--- src/rtl/wdg_pkg.sv ---
package wdg_pkg;

    typedef logic [1:0] per_code_t;

    localparam per_code_t CODE_LONG  = 2'b00;
    localparam per_code_t CODE_MID   = 2'b01;
    localparam per_code_t CODE_SHORT = 2'b10;
    localparam per_code_t CODE_OFF   = 2'b11;

    typedef enum logic [1:0] {
        COND_NONE,
        COND_START,
        COND_STOP
    } cond_e;

    typedef enum logic [1:0] {
        WD_OFF,
        WD_RUN,
        WD_FIRE
    } wd_state_e;

    typedef struct packed {
        logic start;
        logic stop;
    } bus_evt_t;

    function automatic int unsigned pick_period(per_code_t c, int unsigned l,
                                                int unsigned m, int unsigned s);
        case (c)
            CODE_LONG: return l;
            CODE_MID:  return m;
            default:   return s;
        endcase
    endfunction

    function automatic int unsigned pick_pulse(per_code_t c, int unsigned pl,
                                               int unsigned ps);
        return (c == CODE_SHORT) ? ps : pl;
    endfunction

endpackage

--- src/rtl/bus_cond_det.sv ---
module bus_cond_det
    import wdg_pkg::*;
#(
    parameter int unsigned HOLD_CYC = 125
) (
    input  logic     clk,
    input  logic     rst,
    input  logic     scl_i,
    input  logic     sda_i,
    output bus_evt_t evt
);
    localparam int unsigned HW = $clog2(HOLD_CYC + 1);

    logic          sda_q;
    cond_e         cand;
    logic [HW-1:0] run;
    logic          fall, rise, level_ok;

    assign fall     = sda_q & ~sda_i & scl_i;
    assign rise     = ~sda_q & sda_i & scl_i;
    assign level_ok = scl_i & ((cand == COND_START) ? ~sda_i : sda_i);

    always_ff @(posedge clk) begin
        if (rst) begin
            sda_q <= 1'b1;
            cand  <= COND_NONE;
            run   <= '0;
            evt   <= '0;
        end else begin
            sda_q <= sda_i;
            evt   <= '0;
            if (fall || rise) begin
                if (HOLD_CYC <= 1) begin
                    evt.start <= fall;
                    evt.stop  <= rise;
                    cand      <= COND_NONE;
                end else begin
                    cand <= fall ? COND_START : COND_STOP;
                    run  <= HW'(1);
                end
            end else if (cand != COND_NONE) begin
                if (!level_ok) begin
                    cand <= COND_NONE;
                end else if (run == HW'(HOLD_CYC - 1)) begin
                    evt.start <= (cand == COND_START);
                    evt.stop  <= (cand == COND_STOP);
                    cand      <= COND_NONE;
                end else begin
                    run <= run + HW'(1);
                end
            end
        end
    end

    AST_START_QUALIFIED: assert property (@(posedge clk) disable iff (rst)
        evt.start |-> $past(scl_i && !sda_i)) else $error("start unqualified");
    AST_STOP_QUALIFIED: assert property (@(posedge clk) disable iff (rst)
        evt.stop |-> $past(scl_i && sda_i)) else $error("stop unqualified");
    AST_COND_EXCLUSIVE: assert property (@(posedge clk) disable iff (rst)
        !(evt.start && evt.stop)) else $error("start and stop together");

endmodule

--- src/rtl/bus_kick_pair.sv ---
module bus_kick_pair
    import wdg_pkg::*;
(
    input  logic     clk,
    input  logic     rst,
    input  bus_evt_t evt,
    output logic     kick
);
    logic armed;

    assign kick = evt.stop & armed;

    always_ff @(posedge clk) begin
        if (rst)            armed <= 1'b0;
        else if (evt.start) armed <= 1'b1;
        else if (evt.stop)  armed <= 1'b0;
    end

    AST_KICK_DISARMS: assert property (@(posedge clk) disable iff (rst)
        kick |=> !armed || $past(evt.start)) else $error("pair not consumed");
    AST_START_ARMS: assert property (@(posedge clk) disable iff (rst)
        evt.start |=> armed) else $error("start left unarmed");

endmodule

--- src/rtl/wd_core.sv ---
module wd_core
    import wdg_pkg::*;
#(
    parameter int unsigned LONG_MS        = 1400,
    parameter int unsigned MID_MS         = 200,
    parameter int unsigned SHORT_MS       = 25,
    parameter int unsigned PULSE_LONG_MS  = 200,
    parameter int unsigned PULSE_SHORT_MS = 25
) (
    input  logic      clk,
    input  logic      rst,
    input  logic      tick,
    input  per_code_t code,
    input  logic      kick,
    output logic      wdo_n,
    output logic      fail_evt
);
    localparam int unsigned MAXP = (LONG_MS > MID_MS) ?
                                   ((LONG_MS > SHORT_MS) ? LONG_MS : SHORT_MS) :
                                   ((MID_MS > SHORT_MS) ? MID_MS : SHORT_MS);
    localparam int unsigned MAXQ = (PULSE_LONG_MS > PULSE_SHORT_MS) ? PULSE_LONG_MS : PULSE_SHORT_MS;
    localparam int unsigned MAXV = (MAXP > MAXQ) ? MAXP : MAXQ;
    localparam int unsigned CW   = $clog2(MAXV + 1);

    wd_state_e st;
    per_code_t code_q;
    logic [CW-1:0] cnt, lim, plim;

    always_comb begin
        lim  = CW'(pick_period(code, LONG_MS, MID_MS, SHORT_MS));
        plim = CW'(pick_pulse(code, PULSE_LONG_MS, PULSE_SHORT_MS));
    end

    assign wdo_n = (st != WD_FIRE);

    always_ff @(posedge clk) begin
        if (rst) begin
            st       <= WD_OFF;
            cnt      <= '0;
            code_q   <= CODE_OFF;
            fail_evt <= 1'b0;
        end else begin
            code_q   <= code;
            fail_evt <= 1'b0;
            if (code != code_q) begin
                cnt <= '0;
                st  <= (code == CODE_OFF) ? WD_OFF : WD_RUN;
            end else begin
                unique case (st)
                    WD_OFF: cnt <= '0;
                    WD_RUN: begin
                        if (kick) begin
                            cnt <= '0;
                        end else if (tick) begin
                            if (cnt == lim - CW'(1)) begin
                                st       <= WD_FIRE;
                                cnt      <= '0;
                                fail_evt <= 1'b1;
                            end else begin
                                cnt <= cnt + CW'(1);
                            end
                        end
                    end
                    WD_FIRE: begin
                        if (tick) begin
                            if (cnt == plim - CW'(1)) begin
                                st  <= WD_RUN;
                                cnt <= '0;
                            end else begin
                                cnt <= cnt + CW'(1);
                            end
                        end
                    end
                    default: st <= WD_OFF;
                endcase
            end
        end
    end

    AST_DISABLED_QUIET: assert property (@(posedge clk) disable iff (rst)
        (code_q == CODE_OFF && code == CODE_OFF) |=> wdo_n) else $error("active while disabled");
    AST_EVT_SINGLE: assert property (@(posedge clk) disable iff (rst)
        fail_evt |=> !fail_evt) else $error("event longer than one cycle");
    AST_FALL_HAS_EVT: assert property (@(posedge clk) disable iff (rst)
        $fell(wdo_n) |-> fail_evt) else $error("output fell without event");
    AST_CODE_CHANGE_CLEARS: assert property (@(posedge clk) disable iff (rst)
        (code != code_q) |=> wdo_n) else $error("pulse survived code change");

endmodule

--- src/rtl/bus_watchdog.sv ---
module bus_watchdog
    import wdg_pkg::*;
#(
    parameter int unsigned HOLD_CYC       = 125,
    parameter int unsigned LONG_MS        = 1400,
    parameter int unsigned MID_MS         = 200,
    parameter int unsigned SHORT_MS       = 25,
    parameter int unsigned PULSE_LONG_MS  = 200,
    parameter int unsigned PULSE_SHORT_MS = 25
) (
    input  logic       clk,
    input  logic       rst,
    input  logic       scl_i,
    input  logic       sda_i,
    input  logic       ms_tick,
    input  logic [1:0] period_sel,
    output logic       wdo_n,
    output logic       wd_fail_evt
);
    bus_evt_t evt;
    logic     kick;

    bus_cond_det #(.HOLD_CYC(HOLD_CYC)) u_det (
        .clk(clk), .rst(rst), .scl_i(scl_i), .sda_i(sda_i), .evt(evt)
    );

    bus_kick_pair u_pair (
        .clk(clk), .rst(rst), .evt(evt), .kick(kick)
    );

    wd_core #(
        .LONG_MS(LONG_MS), .MID_MS(MID_MS), .SHORT_MS(SHORT_MS),
        .PULSE_LONG_MS(PULSE_LONG_MS), .PULSE_SHORT_MS(PULSE_SHORT_MS)
    ) u_core (
        .clk(clk), .rst(rst), .tick(ms_tick), .code(period_sel), .kick(kick),
        .wdo_n(wdo_n), .fail_evt(wd_fail_evt)
    );

    AST_RESET_IDLE: assert property (@(posedge clk)
        $past(rst) |-> (wdo_n && !wd_fail_evt)) else $error("not idle after reset");

endmodule

--- config.mk ---
export PLATFORM = sky130hd
export DESIGN_NAME = bus_watchdog
export DESIGN_NICKNAME = d
export VERILOG_FILES = /design/src/rtl/wdg_pkg.sv /design/src/rtl/bus_cond_det.sv /design/src/rtl/bus_kick_pair.sv /design/src/rtl/wd_core.sv /design/src/rtl/bus_watchdog.sv
export SDC_FILE = /design/constraint.sdc
export NUM_CORES = 1
export LEC_CHECK = 0
export BUFFER_PORTS_ARGS = -buffer_cell sky130_fd_sc_hd__buf_2
export CAP_MARGIN = 20
export CORE_MARGIN = 1.5
export CORE_UTILIZATION = 55
export CTS_CLUSTER_DIAMETER = 40
export DETAILED_ROUTE_END_ITERATION = 8
export GPL_TIMING_DRIVEN = 1
export PLACE_DENSITY = 0.84
export SLEW_MARGIN = 20
export SYNTH_ARGS = -nofsm -noshare
export SYNTH_HDL_FRONTEND = slang
export SYNTH_SLANG_ARGS = --single-unit
--- constraint.sdc ---
create_clock -name clk -period 3.5 [get_ports clk]
set_clock_uncertainty 0.15 [all_clocks]
set_input_delay 0 -clock clk [delete_from_list [all_inputs] [get_ports clk]]
set_output_delay 0 -clock clk [all_outputs]
set_load 0.01 [all_outputs]
* Word-level counts from Yosys, hierarchy flattened
Index checks and enable logic that the tools add are counted.
** Operators by class
- Add/sub/neg operators :: 4
- Equality and inequality tests :: 22
- Muxes and demuxes :: 29
- Reduce and logical (&&, ||, !) cells :: 17
- Bitwise gates (word level) :: 13
** Operator list (count)
- 2-to-1 mux 11 bit :: 5
- case mux 11 bit (3 select lines) :: 1
- equality test 11 bit :: 2
- 2-to-1 mux 2 bit :: 11
- case mux 11 bit (2 select lines) :: 1
- subtractor 11 x 1 -> 11 bit (second input constant) :: 2
- adder 11 x 1 -> 11 bit (second input constant) :: 1
- OR reduction 5 bit :: 2
- 2-to-1 mux 1 bit :: 9
- inequality test 3 x 2 -> 1 bit (second input constant) :: 3
- AND reduction 3 bit :: 3
- equality test 2 bit (second input constant) :: 4
- 2-to-1 mux 8 bit :: 1
- nonzero test 2 bit :: 4
- adder 7 x 1 -> 7 bit (second input constant) :: 1
- equality test 7 bit (second input constant) :: 1
- NOT 1 bit :: 7
- AND 1 bit :: 6
- equality test 2 x 1 -> 1 bit (second input constant) :: 3
- inequality test 3 x 1 -> 1 bit (second input constant) :: 2
- inequality test 3 bit (second input constant) :: 2
- case mux 2 bit (3 select lines) :: 1
- AND reduction 6 bit :: 1
- logical NOT 2 bit :: 2
- 7 further kinds :: 10
** Word-level totals
- Logic and storage cells :: 96
- Output and inout port bits :: 2
- Flip-flop bits (word level) :: 29

* Longest topological paths before layout
- Depth after elaboration :: 9
- Depth in mapped cells :: 8
- Depth with buffers taken out :: 8

* By module
From an unflattened synthesis, not the netlist that was laid out.
** Unflattened totals
- Cell total of the unflattened synthesis :: 196
- Area total of the unflattened synthesis :: 1675.4 um^2
** By module, submodules not included
- wd_core :: cells each 124, times used 1, area an instance 1017.2 um^2, sequential area each 320.3 um^2
- bus_cond_det :: cells each 67, times used 1, area an instance 611.8 um^2, sequential area each 240.2 um^2
- bus_kick_pair :: cells each 5, times used 1, area an instance 46.3 um^2, sequential area each 20.0 um^2

* Worst setup path after synthesis
OpenSTA, ideal clock, no wires.
- Kind :: flip-flop to flip-flop
- Start :: reg u_core.cnt[8]
- End :: reg u_core.cnt[3]
- Path slack :: 1.341 ns
- Stages on the path, launching flop included :: 8
- Required time :: 3.228 ns
- Library setup time :: 0.122 ns
- Arrival time :: 1.887 ns
- Cells stage by stage :: dfxtp_1 buf_6 nor4b_2 nand3b_1 a2111o_1 a21oi_4 nor2_4 a221o_1
** Between the ends
- Longest elaborated chain between the ends :: 5
** Ends and longest elaborated chain
- from (decl) :: line wd_core.sv:27 : logic [CW-1:0] cnt, lim, plim;
- from (signal assigned) :: line wd_core.sv:60 : cnt <= cnt + CW'(1);
- from (signal assigned) :: line wd_core.sv:70 : cnt <= cnt + CW'(1);
- equality test 11 bit :: line wd_core.sv:55 : if (cnt == lim - CW'(1)) begin
- 2-to-1 mux 11 bit :: line wd_core.sv:55
- 2-to-1 mux 11 bit :: line wd_core.sv:54 : end else if (tick) begin
- 2-to-1 mux 11 bit :: line wd_core.sv:52 : if (kick) begin
- case mux 11 bit (3 select lines) * :: line wd_core.sv:49 : unique case (st)
Every way passes the cells marked *; elsewhere a longest branch is shown, timed or not. The select of a mux whose other input is x is not followed.
A chain may end at the register's enable or synchronous reset.

* Final worst setup path
- Start :: reg u_core.st[1]
- End :: reg u_core.cnt[0]
** Between the ends
- Longest elaborated chain between the ends :: 3
** Ends and longest elaborated chain
- from (decl) :: line wd_core.sv:25 : wd_state_e st;
- from (signal assigned) :: line wd_core.sv:47 : st <= (code == CODE_OFF) ? WD_OFF : WD_RUN;
- equality test 2 x 1 -> 1 bit (tied with other cells) :: line wd_core.sv:49
- inequality test 3 bit (no line) (tied with other cells)
- AND reduction 3 bit (no line)
Several ways; a longest one is shown, not always the timed one.

==> out/summary.json <==
{
  "area.growth.synth_to_final_pct": 11.4,
  "drive_gt1_frac": 0.137,
  "r2r.worst_path.cells": 7,
  "route.detailed.vias_per_inst": 6.20,
  "rrSetupSlack_ns": 0.94,
  "initial_antenna_violation_count": 0,
  "design.portCount": 9,
  "grt_remaining_overflow": 0,
  "cp-end-kind": "flip-flop",
  "first_global_vias": 1388,
  "gp_routability_congestion": 0.817,
  "final.period_utilization": 0.731,
  "ant_nets": 0,
  "timing.max_slew.rel_slack": 0.477,
  "synth_top_cells_by_count": "29 x sky130_fd_sc_hd__dfxtp_1, 16 x sky130_fd_sc_hd__nor2_1, 12 x sky130_fd_sc_hd__nand2_1",
  "max-cap-violations": 0,
  "max_buffers_root_to_sink": 2,
  "mappedNetlistNets": 196,
  "timing.critical_path.required_ns": 3.63,
  "worst_skew_pair.late_latency_ns": 0.33,
  "postSynth.topFlopCell": "sky130_fd_sc_hd__dfxtp_1",
  "worst-setup-path-type": "reg2reg",
  "placementRows": 19,
  "finalWorstPathRequiredPeriod_ns": 2.56,
  "p_leak_nw": 0.709,
  "synth_area_um2": 1640,
  "clkSinkCount": 29,
  "dieWidth_um": 57.6,
  "power.internal_mw": 0.486,
  "tritoncts.num_buffers": 5,
  "min-delay-path-class": "reg2reg",
  "synthMostInstantiatedCell": "sky130_fd_sc_hd__dfxtp_1",
  "power.density_cell_area_nw_per_um2": 361,
  "totalPowerFinal_mw": 0.659,
  "yosysWarningCount": 0,
  "cts_hold_buffers": 8,
  "synth_seq_cells": 29,
  "worst_path_max_delay_cell": "sky130_fd_sc_hd__nor2b_1",
  "insertedDiodeCount": 0,
  "seq_power_share": 0.520,
  "chipHeight_um": 57.6,
  "crit-reg2reg-launch": "u_core.st[1]",
  "grt_pass1_wl_mm": 6.30,
  "syn_inst": 180,
  "drtIter0Drc": 54,
  "worstSetupStartpointType": "flip-flop",
  "dpl-instance-area_um2": 1670,
  "timing.hold.worst_path_depth": 2,
  "fmax_mhz": 391,
  "num-nets-final": 212,
  "sequential_to_total_area_share_from_yosys_stat": 0.354,
  "post_cts_buffers": 0,
  "synth_largest_area_cell": "sky130_fd_sc_hd__dfxtp_1",
  "cts_root_buf": "sky130_fd_sc_hd__clkbuf_4",
  "path_cells": "inv_1 -> ha_1 -> a21boi_0 -> nor2_1 -> o21ba_2 -> nor2b_1 -> mux2_2",
  "netlist.area_leader.share": 0.354,
  "grt_setup_unrepaired": "no",
  "setup-violations-final": 0,
  "detail_route.drc_violations": 0,
  "drt-total-wl_mm": 3.69,
  "post_dp_hpwl_mm": 2.41,
  "timing.rr.end": "u_core.cnt[0]",
  "post_drt_wl_per_cell_um": 16.2,
  "synth.area.top_cells": "sky130_fd_sc_hd__dfxtp_1 35%, sky130_fd_sc_hd__ha_1 6.9%, sky130_fd_sc_hd__a221o_1 4.3%",
  "design_area_um2": 1820,
  "globalRouteTotalUtil": 0.248,
  "post_synth.cell_area_avg_um2": 9.10,
  "max-vdd-ir-drop_mv": 0.304,
  "cts.htree.levels": 2,
  "initial_core_util": 0.589,
  "synth_cell_type_count": 44,
  "io_buffer_count": 8,
  "postSynth.asyncResetShare": 0,
  "hold_slack_ns": 0.301,
  "min_delay_worst_endpoint": "u_pair.armed",
  "switching_power_mw": 0.174,
  "clock_tree_from_tritoncts": "done",
  "worstPathArrival_ns": 2.69,
  "fillCellCount": 212,
  "core_area_um2": 2780,
  "largest_net_degree_at_the_start_of_global_routing": 12,
  "count_of_flip_flops_with_a_built_in_enable_after_synthesis": 0,
  "ctsResizeCount": 0,
  "route.vias.total": 1413,
  "worstMarginPinSlew_ns": 0.783,
  "power_frac_comb": 0.120,
  "critical-path-max-stage-delay_ns": 0.61,
  "firstDrtPassIters": 4,
  "cts.reportedPaths.clkPinSlew_ns": 0.10,
  "power.share.switching": 0.263,
  "final_hold_viol_count": 0,
  "status": "complete, no violations",
  "totalNegativeSetupSlack_ns": 0,
  "clock_power_share": 0.360,
  "fin_max_slew_vios": 0,
  "cp_max_fo": 11,
  "hold_path.startpoint": "u_det.evt[1]",
  "die_area_um2": 3310
}
metal layers:
metal	track usage	part of all wire
met2	0.429	0.50
met1	0.296	0.44
met3	0.0612	0.041
met5	0	0
met4	0.0930	0.019
kinds of logic (layout without fill, tap and decap cells):
kind of cell,Yosys count,count (layout),synth area share
mux,5,5,0.0313
compound gates,26,26,0.133
fa+ha+maj,9,9,0.0688
flops,29,29,0.354
xor+xnor,10,10,0.0535
buf+inv,14,31,0.0420
simple gates,87,87,0.317
state kept, by name (all words and copies together), names as in the netlist:
signal,flops
u_core.code_q,2
u_det.sda_q,1
u_det.run,7
u_core.st,2
u_det.cand,2
u_core.cnt,11
u_core.fail_evt,1
u_pair.armed,1
u_det.evt,2
worst max-delay path by stage:
| stage | cells after the start | slack, ns | end | from |
|---|---|---|---|---|
| 6_report | 7 | 0.94 | u_core.cnt[0] | u_core.st[1] |
| 5_1_grt | 7 | 0.72 | u_core.cnt[0] | u_core.st[1] |
| 4_1_cts | 7 | 0.94 | u_core.cnt[0] | u_core.st[1] |
| 3_5_place_dp | 7 | 0.95 | u_core.cnt[0] | u_core.st[1] |
| 3_3_place_gp | 7 | 1.14 | u_core.cnt[0] | u_core.st[1] |
| 2_1_floorplan | 7 | 1.34 | u_core.cnt[3] | u_core.cnt[8] |
power groups by stage:
| stage | Clock [mW] | Combinational, mW | Sequential (mW) |
|---|---|---|---|
| 6_report | 0.237 | 0.0790 | 0.343 |
| 5_1_grt | 0.255 | 0.0862 | 0.344 |
| 4_1_cts | 0.239 | 0.0765 | 0.343 |
| 3_5_place_dp | 0 | 0.0682 | 0.350 |
| 3_3_place_gp | 0 | 0.0633 | 0.349 |
| 2_1_floorplan | 0 | 0.0533 | 0.349 |
cells in the final DEF (no fill, tap or decap), types with 2 or more instances in the layout:
| cell | n |
|---|---|
| sky130_fd_sc_hd__ha_1 | 9 |
| sky130_fd_sc_hd__dlygate4sd3_1 | 8 |
| sky130_fd_sc_hd__a22o_1 | 2 |
| sky130_fd_sc_hd__mux2i_1 | 4 |
| sky130_fd_sc_hd__nand3_1 | 6 |
| sky130_fd_sc_hd__nor4b_2 | 2 |
| sky130_fd_sc_hd__nand2_1 | 12 |
| sky130_fd_sc_hd__buf_2 | 8 |
| sky130_fd_sc_hd__and2_1 | 2 |
| sky130_fd_sc_hd__nor4b_1 | 4 |
| sky130_fd_sc_hd__nor2_1 | 16 |
| sky130_fd_sc_hd__or2_2 | 4 |
| sky130_fd_sc_hd__dfxtp_1 | 29 |
| sky130_fd_sc_hd__a221o_1 | 7 |
| sky130_fd_sc_hd__o21ai_0 | 2 |
| sky130_fd_sc_hd__nand3b_1 | 2 |
| sky130_fd_sc_hd__nor3_1 | 8 |
| sky130_fd_sc_hd__nand2b_1 | 2 |
| sky130_fd_sc_hd__a2111o_1 | 2 |
| sky130_fd_sc_hd__xnor2_1 | 2 |
| sky130_fd_sc_hd__clkbuf_8 | 2 |
| sky130_fd_sc_hd__xor2_1 | 8 |
| sky130_fd_sc_hd__a21oi_1 | 5 |
| sky130_fd_sc_hd__and3_1 | 3 |
| sky130_fd_sc_hd__and4_1 | 2 |
| sky130_fd_sc_hd__inv_1 | 7 |
| sky130_fd_sc_hd__nor4_1 | 3 |
| sky130_fd_sc_hd__nor2b_1 | 7 |
| sky130_fd_sc_hd__nor3b_1 | 4 |
| sky130_fd_sc_hd__nand4_1 | 5 |
| sky130_fd_sc_hd__clkbuf_4 | 5 |
through the flow:
step                       util  std cells  setup WS [ns]
after floorplan               -        180           1.34
after global placement    0.602        212           1.14
after detailed placement  0.602        212          0.948
after CTS                 0.656        228          0.943
after global routing      0.656        228          0.715
final                     0.656        228          0.941
cell type report:
cell class	instances	area (um^2)	area share
sequential	29	581	0.318
clock buffer	7	65.1	0.0357
timing repair buffer	16	120	0.0658
clock inverter	1	5.00	0.00274
inverter	7	26.3	0.0144
tap	31	38.8	0.0213
multi-input combinational	137	988	0.542
worst max-delay path: cells and delay by family (launching register included):
kind            cells  cell delay, ns
mux                 1            0.29
fa+ha+maj           1            0.21
buf+inv             1            0.12
simple gates        2            0.69
flops               1            0.36
compound gates      2            0.69
Note: power is estimated with default switching activity, not from simulation.
